===== config.mk =====
export PLATFORM = sky130hd
export DESIGN_NAME = ibuf_secded
export DESIGN_NICKNAME = d
export VERILOG_FILES = /design/src/rtl/ibuf_ecc_pkg.sv /design/src/rtl/secded_encode.sv /design/src/rtl/secded_decode.sv /design/src/rtl/err_capture.sv /design/src/rtl/ibuf_secded.sv
export SDC_FILE = /design/constraint.sdc
export NUM_CORES = 2
export LEC_CHECK = 0
export BUFFER_PORTS_ARGS = -buffer_cell sky130_fd_sc_hd__buf_2
export CORE_MARGIN = 1
export CORE_UTILIZATION = 45
export CTS_BUF_LIST = sky130_fd_sc_hd__clkbuf_2
export DETAILED_ROUTE_END_ITERATION = 12
export MAX_ROUTING_LAYER = met4
export PLACE_DENSITY = 0.7
export SKIP_CTS_REPAIR_TIMING = 1
export SLEW_MARGIN = 20
export SYNTH_ARGS = -nofsm -noshare
export SYNTH_HDL_FRONTEND = slang
export SYNTH_MEMORY_MAX_BITS = 65536
export SYNTH_SLANG_ARGS = --single-unit

===== constraint.sdc =====
create_clock -name clk -period 6.8 [get_ports clk]
set_input_delay 0 -clock clk [delete_from_list [all_inputs] [get_ports clk]]
set_output_delay 0 -clock clk [all_outputs]
set_load 0.005 [all_outputs]

===== src/rtl/ibuf_ecc_pkg.sv =====
package ibuf_ecc_pkg;

    localparam int DATA_W = 64;
    localparam int CODE_W = 72;
    localparam int SYN_W  = 7;
    localparam int INST_W = 32;
    localparam int WORD_W = 3;

    typedef enum logic [1:0] {
        INJ_NONE  = 2'b00,
        INJ_ONE_A = 2'b01,
        INJ_ONE_B = 2'b10,
        INJ_TWO   = 2'b11
    } inj_e;

    // Position i (1..CODE_W-1) is a Hamming position; bit 0 holds overall parity.
    function automatic logic is_chk_pos(input int i);
        return (i & (i - 1)) == 0;
    endfunction

    function automatic logic [CODE_W-1:0] place_data(input logic [DATA_W-1:0] d);
        logic [CODE_W-1:0] c;
        int j;
        c = '0;
        j = 0;
        for (int i = 1; i < CODE_W; i++) begin
            if (!is_chk_pos(i)) begin
                c[i] = d[j];
                j++;
            end
        end
        return c;
    endfunction

    function automatic logic [DATA_W-1:0] pick_data(input logic [CODE_W-1:0] c);
        logic [DATA_W-1:0] d;
        int j;
        d = '0;
        j = 0;
        for (int i = 1; i < CODE_W; i++) begin
            if (!is_chk_pos(i)) begin
                d[j] = c[i];
                j++;
            end
        end
        return d;
    endfunction

    function automatic logic [SYN_W-1:0] syndrome(input logic [CODE_W-1:0] c);
        logic [SYN_W-1:0] s;
        s = '0;
        for (int i = 1; i < CODE_W; i++) begin
            if (c[i]) s = s ^ SYN_W'(i);
        end
        return s;
    endfunction

    typedef struct packed {
        logic                valid;
        logic                chk;
        logic [INST_W-1:0]   inst;
        logic [WORD_W-1:0]   word;
        logic [CODE_W-1:0]   code;
    } rd_stage_t;

    typedef struct packed {
        logic                sbe;
        logic                dbe;
        logic [INST_W-1:0]   inst;
        logic [WORD_W-1:0]   word;
    } cap_state_t;

endpackage


===== src/rtl/secded_encode.sv =====
module secded_encode
    import ibuf_ecc_pkg::*;
(
    input  logic              en,
    input  logic [1:0]        inj,
    input  logic [DATA_W-1:0] data,
    output logic [CODE_W-1:0] code
);

    logic [CODE_W-1:0] base;
    logic [CODE_W-1:0] hamm;
    logic [SYN_W-1:0]  syn;
    logic [CODE_W-1:0] flip;

    always_comb begin
        base = place_data(data);
        syn  = syndrome(base);
        hamm = base;
        for (int k = 0; k < SYN_W; k++) begin
            hamm[1 << k] = syn[k];
        end
        hamm[0] = ^hamm[CODE_W-1:1];

        flip = '0;
        unique case (inj_e'(inj))
            INJ_NONE:             flip = '0;
            INJ_ONE_A, INJ_ONE_B: flip[0] = 1'b1;
            INJ_TWO:              flip[1:0] = 2'b11;
            default:              flip = '0;
        endcase

        code = en ? (hamm ^ flip) : base;
    end

endmodule


===== src/rtl/secded_decode.sv =====
module secded_decode
    import ibuf_ecc_pkg::*;
(
    input  logic              en,
    input  logic [CODE_W-1:0] code,
    output logic [DATA_W-1:0] data,
    output logic              sbe,
    output logic              dbe
);

    logic [SYN_W-1:0]  syn;
    logic              par_bad;
    logic              in_range;
    logic [CODE_W-1:0] fixed;

    always_comb begin
        syn      = syndrome(code);
        par_bad  = ^code;
        in_range = syn < SYN_W'(CODE_W);
        fixed    = code;
        if (en && par_bad && in_range) begin
            fixed[syn] = ~code[syn];
        end
        data = pick_data(fixed);
        sbe  = en && par_bad && in_range;
        dbe  = en && ((!par_bad && syn != '0) || (par_bad && !in_range));
    end

endmodule


===== src/rtl/err_capture.sv =====
module err_capture
    import ibuf_ecc_pkg::*;
(
    input  logic              clk,
    input  logic              rst_n,
    input  logic              clr,
    input  logic              sbe,
    input  logic              dbe,
    input  logic [INST_W-1:0] inst,
    input  logic [WORD_W-1:0] word,
    output logic              sbe_seen,
    output logic              dbe_seen,
    output logic [INST_W-1:0] loc_inst,
    output logic [WORD_W-1:0] loc_word
);

    cap_state_t cap_d, cap_q;
    logic       held;

    always_comb begin
        cap_d = cap_q;
        held  = (cap_q.sbe || cap_q.dbe) && !clr;
        if (clr) begin
            cap_d.sbe = 1'b0;
            cap_d.dbe = 1'b0;
        end
        if (sbe) cap_d.sbe = 1'b1;
        if (dbe) cap_d.dbe = 1'b1;
        if ((sbe || dbe) && !held) begin
            cap_d.inst = inst;
            cap_d.word = word;
        end
    end

    always_ff @(posedge clk) begin
        if (!rst_n) cap_q <= '0;
        else        cap_q <= cap_d;
    end

    assign sbe_seen = cap_q.sbe;
    assign dbe_seen = cap_q.dbe;
    assign loc_inst = cap_q.inst;
    assign loc_word = cap_q.word;

    assert_first_capture_R7: assert property (@(posedge clk) disable iff (!rst_n)
        (!sbe_seen && !dbe_seen && (sbe || dbe))
        |=> (loc_inst == $past(inst) && loc_word == $past(word) && (sbe_seen || dbe_seen)));

    assert_hold_location_R8: assert property (@(posedge clk) disable iff (!rst_n)
        ((sbe_seen || dbe_seen) && !clr) |=> ($stable(loc_inst) && $stable(loc_word)));

    assert_clear_capture_R11: assert property (@(posedge clk) disable iff (!rst_n)
        (clr && (sbe || dbe)) |=> (loc_inst == $past(inst)));

endmodule


===== src/rtl/ibuf_secded.sv =====
module ibuf_secded
    import ibuf_ecc_pkg::*;
#(
    parameter int SLOT_W = 3
) (
    input  logic              clk,
    input  logic              rst_n,
    input  logic              code_en,
    input  logic [1:0]        inj_sel,
    input  logic              wr_req,
    input  logic [31:0]       wr_inst,
    input  logic [2:0]        wr_word,
    input  logic [63:0]       wr_data,
    input  logic              rd_req,
    input  logic [31:0]       rd_inst,
    input  logic [2:0]        rd_word,
    input  logic              err_clr,
    output logic              rd_valid,
    output logic [63:0]       rd_data,
    output logic              sbe_evt,
    output logic              dbe_evt,
    output logic              sbe_seen,
    output logic              dbe_seen,
    output logic [31:0]       err_inst,
    output logic [2:0]        err_word
);

    localparam int ADDR_W = SLOT_W + WORD_W;
    localparam int DEPTH  = 1 << ADDR_W;

    logic [CODE_W-1:0] mem [DEPTH];
    logic [CODE_W-1:0] wr_code;
    logic [ADDR_W-1:0] wr_addr;
    logic [ADDR_W-1:0] rd_addr;
    logic [DATA_W-1:0] dec_data;
    logic              dec_sbe;
    logic              dec_dbe;

    rd_stage_t rs_d, rs_q;

    assign wr_addr = {wr_inst[SLOT_W-1:0], wr_word};
    assign rd_addr = {rd_inst[SLOT_W-1:0], rd_word};

    secded_encode u_enc (
        .en   (code_en),
        .inj  (inj_sel),
        .data (wr_data),
        .code (wr_code)
    );

    always_ff @(posedge clk) begin
        if (wr_req) mem[wr_addr] <= wr_code;
    end

    always_comb begin
        rs_d       = rs_q;
        rs_d.valid = rd_req;
        if (rd_req) begin
            rs_d.chk  = code_en;
            rs_d.inst = rd_inst;
            rs_d.word = rd_word;
            rs_d.code = mem[rd_addr];
        end
    end

    always_ff @(posedge clk) begin
        if (!rst_n) rs_q <= '0;
        else        rs_q <= rs_d;
    end

    secded_decode u_dec (
        .en   (rs_q.chk),
        .code (rs_q.code),
        .data (dec_data),
        .sbe  (dec_sbe),
        .dbe  (dec_dbe)
    );

    assign rd_valid = rs_q.valid;
    assign rd_data  = dec_data;
    assign sbe_evt  = rs_q.valid && dec_sbe;
    assign dbe_evt  = rs_q.valid && dec_dbe;

    err_capture u_cap (
        .clk      (clk),
        .rst_n    (rst_n),
        .clr      (err_clr),
        .sbe      (sbe_evt),
        .dbe      (dbe_evt),
        .inst     (rs_q.inst),
        .word     (rs_q.word),
        .sbe_seen (sbe_seen),
        .dbe_seen (dbe_seen),
        .loc_inst (err_inst),
        .loc_word (err_word)
    );

    assert_read_latency_R1: assert property (@(posedge clk) disable iff (!rst_n)
        rd_req |=> rd_valid);

    assert_idle_no_valid_R1: assert property (@(posedge clk) disable iff (!rst_n)
        !rd_req |=> !rd_valid);

    assert_raw_mode_quiet_R2: assert property (@(posedge clk) disable iff (!rst_n)
        (rd_req && !code_en) |=> !(sbe_evt || dbe_evt));

    assert_events_exclusive_R6: assert property (@(posedge clk) disable iff (!rst_n)
        $onehot0({sbe_evt, dbe_evt}));

endmodule


== Yosys cells after proc, flatten, opt, wreduce, memory -nomap -nowiden ==
Memories as Yosys holds them, arrays and structs flattened. A register that Yosys moved wholly into a read port is not among the register bits.
Index checks and enable logic that the tools add are counted.
W data, S select, Z words.

* Flip-flop bits (word level): 74
* RAM bits: 4608
* Input bits: 142
* Output and inout port bits: 104
* Logic and storage cells: 324
* Memories kept: 1

{| class="wikitable"
|+ Memories
! memory !! words !! bits a word !! read ports !! clocked after memory_dff !! write ports !! line !! RTL
|-
| mem || 64 || 72 || 1 || 1 || 1 || ibuf_secded.sv:31 || <nowiki>logic [CODE_W-1:0] mem [DEPTH];</nowiki>
|}

* Order comparisons: 3
* Equal/unequal tests: 3
* Mux-type cells: 149
* Bitwise gates (word level): 135
* Reductions and logical operators: 25

{| class="wikitable"
|+ Operators with widths
! operator !! number
|-
| $mux W6 || 63
|-
| $mux W5 || 31
|-
| $mux W72 || 2
|-
| $not A3 Y3 || 46
|-
| $not A4 Y4 || 32
|-
| $mux W7 || 15
|-
| $bwmux W72 || 1
|-
| $reduce_xor A72 Y1 || 1
|-
| $xor A72 B2 Y72 || 1
|-
| $reduce_xor A71 Y1 || 1
|-
| $not A2 Y2 || 35
|-
| $mux W4 || 15
|-
| $not A5 Y5 || 12
|-
| $mux W3 || 7
|-
| $not A6 Y6 || 2
|-
| $logic_and A1 B1 Y1 || 10
|-
| $lt A7 B8 Y1 const B || 1
|-
| $mux W1 || 8
|-
| $mux W2 || 4
|-
| $bmux W1 S7 || 1
|-
| $demux W1 S7 || 1
|-
| $ge A7 B1 Y1 const B || 1
|-
| $lt A7 B7 Y1 const B || 1
|-
| $reduce_bool A7 Y1 || 1
|-
| other kinds (10) || 23
|}

== Longest topological paths before layout ==
* Word-level depth: 143
* Gate-level depth with buffers: 12
* Depth with buffers taken out: 9

== Modules after synthesis ==
Synthesis repeated with hierarchy kept, for this count alone.

* Cell total of the unflattened synthesis: 9052
* Area total of the unflattened synthesis: 185950.8 µm²

{| class="wikitable"
|+ Modules (own cells, without submodules)
! module !! instances !! cells each !! area each (µm²) !! sequential area each (µm²)
|-
| ibuf_secded || 1 || 8281 || 179562.2 || 140554.8
|-
| secded_decode || 1 || 420 || 3089.2 || 0.0
|-
| secded_encode || 1 || 191 || 1828.0 || 0.0
|-
| err_capture || 1 || 160 || 1471.4 || 740.7
|}

== Worst setup path after synthesis ==
No wires, ideal clock.

* Path type: in2reg
* From: input wr_inst[0]
* To: memory mem[32][0] (enable)
* Library setup time: 0.590 ns
* Arrival: 5.606 ns
* Required time: 6.210 ns
* Path slack: 0.603 ns
* Cell stages on the path: 4
* Cell sequence: clkbuf_1 -> nand3b_1 -> or3_1 -> nor3_1

{| class="wikitable"
|+ RTL lines
! what !! line !! RTL
|-
| start: declaration || ibuf_secded.sv:11 || <nowiki>input logic [31:0] wr_inst,</nowiki>
|-
| end: declaration || ibuf_secded.sv:31 ||
|}

No word-level cell before the write port.

== Worst setup path after layout ==
* From: register rs_q[37] (netlist name)
* To: output rd_data[45]

* Word-level cells in the longest chain between the ends: 67

{| class="wikitable"
|+ Ends and longest elaborated chain
! what !! line !! RTL
|-
| $mux W6 || ibuf_ecc_pkg.sv:53 || <nowiki>if (c[i]) s = s ^ SYN_W'(i);</nowiki>
|-
| $not A3 Y3 (no line) || -- ||
|-
| $mux W6 || ibuf_ecc_pkg.sv:53 ||
|-
| $not A4 Y4 (no line) || -- ||
|-
| $mux W6 || ibuf_ecc_pkg.sv:53 ||
|-
| $not A2 Y2 (no line) || -- ||
|-
| $mux W6 || ibuf_ecc_pkg.sv:53 ||
|-
| $not A3 Y3 (no line) || -- ||
|-
| [... 44 more ...] || -- ||
|-
| $mux W6 || ibuf_ecc_pkg.sv:53 ||
|-
| $mux W7 (8 in series) || ibuf_ecc_pkg.sv:53 ||
|-
| $lt A7 B8 Y1 (implied by the code) or $ge A7 B1 Y1 (tied branches) || secded_decode.sv:22 || <nowiki>fixed[syn] = ~code[syn];</nowiki>
|-
| $logic_and A1 B1 Y1 (implied by the code) || secded_decode.sv:22 ||
|-
| $mux W1 (implied by the code) || secded_decode.sv:22 ||
|-
| $demux W1 S7 || -- ||
|-
| $bwmux W72 || secded_decode.sv:22 ||
|-
| $mux W72 (*) || secded_decode.sv:21 || <nowiki>if (en && par_bad && in_range) begin</nowiki>
|-
| end: declaration || ibuf_secded.sv:19 || <nowiki>output logic [63:0] rd_data,</nowiki>
|}

Every way passes the cells marked *; elsewhere a longest branch is shown, timed or not. The select of a mux whose other input is x is not followed.

==> metrics.md <==
| Metric | Value |
|---|---|
| Drt drc | `0` |
| Unrepaired setup endpoints after global routing | `true` |
| Critical-path cell list | `xnor2_1 > xnor2_1 > xnor2_1 > xnor3_1 > xnor2_4 > buf_4 > o21a_2 > a22oi_1 > and4_1 > a21oi_1 > buf_2` |
| Leakage | `67.2 nW` |
| Hold Fails Final Rpt | `0` |
| Fin util | `51.6%` |
| Slew HR | `19.1%` |
| Hold Path Class | `in2reg` |
| Final WS setup | `0.0254 ns` |
| Initial DRC Count | `14,141` |
| Crit-path max cell delay | `0.64 ns` |
| Syn nets | `7,986` |
| DP HPWL | `283 mm` |
| Root Buffer | `clkbuf_2` |
| CTS tree | `yes` |
| Area Growth Syn to Fin | `13.9%` |
| Rows | `234` |
| Final setup vio count | `0` |
| Status | `complete, no violations` |
| Post-synth EDFFs | `4,608` |
| Die footprint | `413,000 um^2` |
| Clock Tree Buf Depth | `5` |
| Period minus WS final | `6.77 ns` |
| Total CTS buffers | `1,227` |
| Nets | `9,769` |
| Setup Crit Path Kind | `reg2out` |
| Die width | `642 um` |
| Synth unique cells | `58` |
| Initial Util | `45.3%` |
| Core Area | `407,000 um^2` |
| PwrDens | `289 nW/um^2` |
| Async set-reset flop share out of synthesis | `0%` |
| CP max FO | `20` |
| Crit end category | `output port` |
| R2r worst-path depth | `9` |
| Register area | `141,000 um^2` |
| Drt total wl | `541 mm` |
| First drt pass iteration count | `6` |
| Max frequency | `148 MHz` |
| WL/cell | `34.0 um` |
| Area occupied by multi-input gates | `42,100 um^2` |
| Reg clk slew, reported paths | `0.10 ns` |
| Clock sink count | `4,754` |
| Worst skew pair latency | `2.27 ns` |
| Clock Skews | `0.229 ns` |
| Startpoint types | `flip-flop` |
| Cell taking the most area after synthesis | `edfxtp_1` |
| Largest net degree at the start of global routing | `148` |
| Synth top area cells | `edfxtp_1 75%, mux4_2 18%, dfxtp_1 1.6%, xnor2_1 0.97%, mux2i_1 0.94%` |
| Global Route Usage Sum | `26.2%` |
| Max VDD drop | `0.667 mV` |
| Crit-path slowest cell | `xnor3_1` |
| Worst path arrival time | `6.77 ns` |
| Register bit total from synthesis | `4,754` |
| Mapped cell area | `185,000 um^2` |
| Design Area, Final | `210,000 um^2` |
| Final ANT Viol Nets | `0` |
| Max-capacitance violation count | `0` |
| Via-per-instance ratio | `6.10` |
| Global-route wire length before repair | `726 mm` |
| Via count | `97,046` |
| Top FF cell, synth | `edfxtp_1` |
| H-tree depth | `7` |
| Fin crit share | `99.6%` |
| Filler cell count | `31,660` |
| Slew Viols, Final | `0` |
| IO Pins | `246` |
| Setup slack at placement | `1.79 ns` |
| Ys Warns | `0` |
| Worst Tran Pin Value | `1.21 ns` |
| Seq/Total Area, Yosys | `76.6%` |
| Top cell type's share of synthesized area | `75.0%` |
| Number of global-route vias before repair | `95,722` |
| WP data required | `6.80 ns` |
| Mean Syn Cell Area | `23.5 um^2` |
| Hold depth | `6` |
| Final global-route overflow total | `0` |
| TNS Setup | `0 ns` |
| Die height | `642 um` |
| Cells after Synth | `7,844` |
| Layout cells sized above 1 | `37.7%` |
| GP Congestion | `0.961` |
| Number of I/O port buffers | `216` |
| Initial antenna violation count | `45` |
| Dpl cell area | `194,000 um^2` |
| Most used cell, CP | `xnor2_1` |
[critical path: cells and delay by family, from the launching register on]
kind                      cells  cell delay, ns
xor gates and xnor gates      5            1.84
AOI/OAI and AO/OA             3            1.22
buffers and inverters         2            0.62
DFF                           1            0.51
and+or+nand+nor               1            0.30
[cell usage after synthesis (5+ instances only)]
cell type,n
edfxtp_1,4608
mux4_2,1440
clkbuf_1,260
xnor2_1,205
nor2b_1,198
mux2i_1,174
dfxtp_1,146
nand2_1,114
a211oi_1,106
buf_1,93
a21oi_1,79
nor2_1,79
buf_2,62
xor2_1,37
mux2_2,36
and2_1,17
o21ai_0,16
a22oi_1,13
a32oi_1,13
nand3_1,13
mux2_1,12
inv_1,11
nor3_1,10
xnor2_2,10
o211ai_1,8
o21a_1,8
o21ai_1,8
xnor3_1,7
and2_0,5
buf_4,5
[cells by family after synthesis]
kind of cell,share of synthesized area (%)
simple gates,1.32
xor+xnor,1.38
flops,76.6
mux,18.8
buf+inv,0.955
compound gates,0.962
[cells in the final DEF, fill, tap and decap left out, types with 81 or more instances in the layout]
| master | synthesis | final |
|---|---|---|
| mux2i_1 | 174 | 174 |
| mux4_2 | 1440 | 1440 |
| a211oi_1 | 106 | 102 |
| dfxtp_1 | 146 | 146 |
| clkbuf_2 | 0 | 1686 |
| nand2_1 | 114 | 114 |
| buf_2 | 62 | 203 |
| nor2b_1 | 198 | 198 |
| xnor2_1 | 205 | 203 |
| buf_4 | 5 | 262 |
| edfxtp_1 | 4608 | 4608 |
| diode_2 | 0 | 81 |
| dlygate4sd3_1 | 0 | 407 |
| clkinv_1 | 1 | 238 |
[area by class of cell]
type / instances / share of cell area (%)
flip-flops and latches: 4754 / 67.2
multi-input cells: 2655 / 20.0
repair buffers: 977 / 4.51
clock buffers: 1686 / 4.02
well taps: 5428 / 3.23
clock inverters: 313 / 0.853
diodes: 81 / 0.0965
inverters: 12 / 0.0238
[metal layers]
| layer | wire length [um] | track usage (%) | vias up |
|---|---|---|---|
| met5 | 0 | - | - |
| li1 | - | - | 37777 |
| met3 | 64200 | 5.82 | 1298 |
| met1 | 187000 | 32.8 | 50928 |
| met2 | 258000 | 40.4 | 7043 |
| met4 | 32400 | 13.7 | 0 |
[power by group]
group,switching [W],internal (W),total (W)
Sequential,0.000133,0.0335,0.0337
Combinational,0.00572,0.00283,0.00855
Clock,0.0112,0.00741,0.0186
Total,0.0170,0.0438,0.0608
[stage by stage]
stage	total power, W	instances	hold slack, ns
6_report	0.0608	15906	0.0331
3_5_place_dp	0.0423	13366	0.272
4_1_cts	0.0605	15365	-2.19
5_1_grt	0.0629	15888	0.000363
2_1_floorplan	0.0393	7844	0.0989
3_3_place_gp	0.0420	13366	0.264
[worst paths after layout]
path | start | endpoint | slack [ns]
worst max-delay path | rs_q[37] | rd_data[45] | 0.03
worst min-delay path | wr_data[23] | mem[40][29] | 0.03
worst max register to register | rs_q[37] | u_cap.dbe_seen | 1.97
worst min register to register | rs_q[81] | u_cap.loc_inst[6] | 0.40
[state kept, by name (all words and copies together), names as in the netlist]
signal	count
mem	4608
rs_q	108
u_cap.loc_inst	32
u_cap.loc_word	3
rd_valid	1
u_cap.dbe_seen	1
u_cap.sbe_seen	1
(Power assumes the default switching activity.)
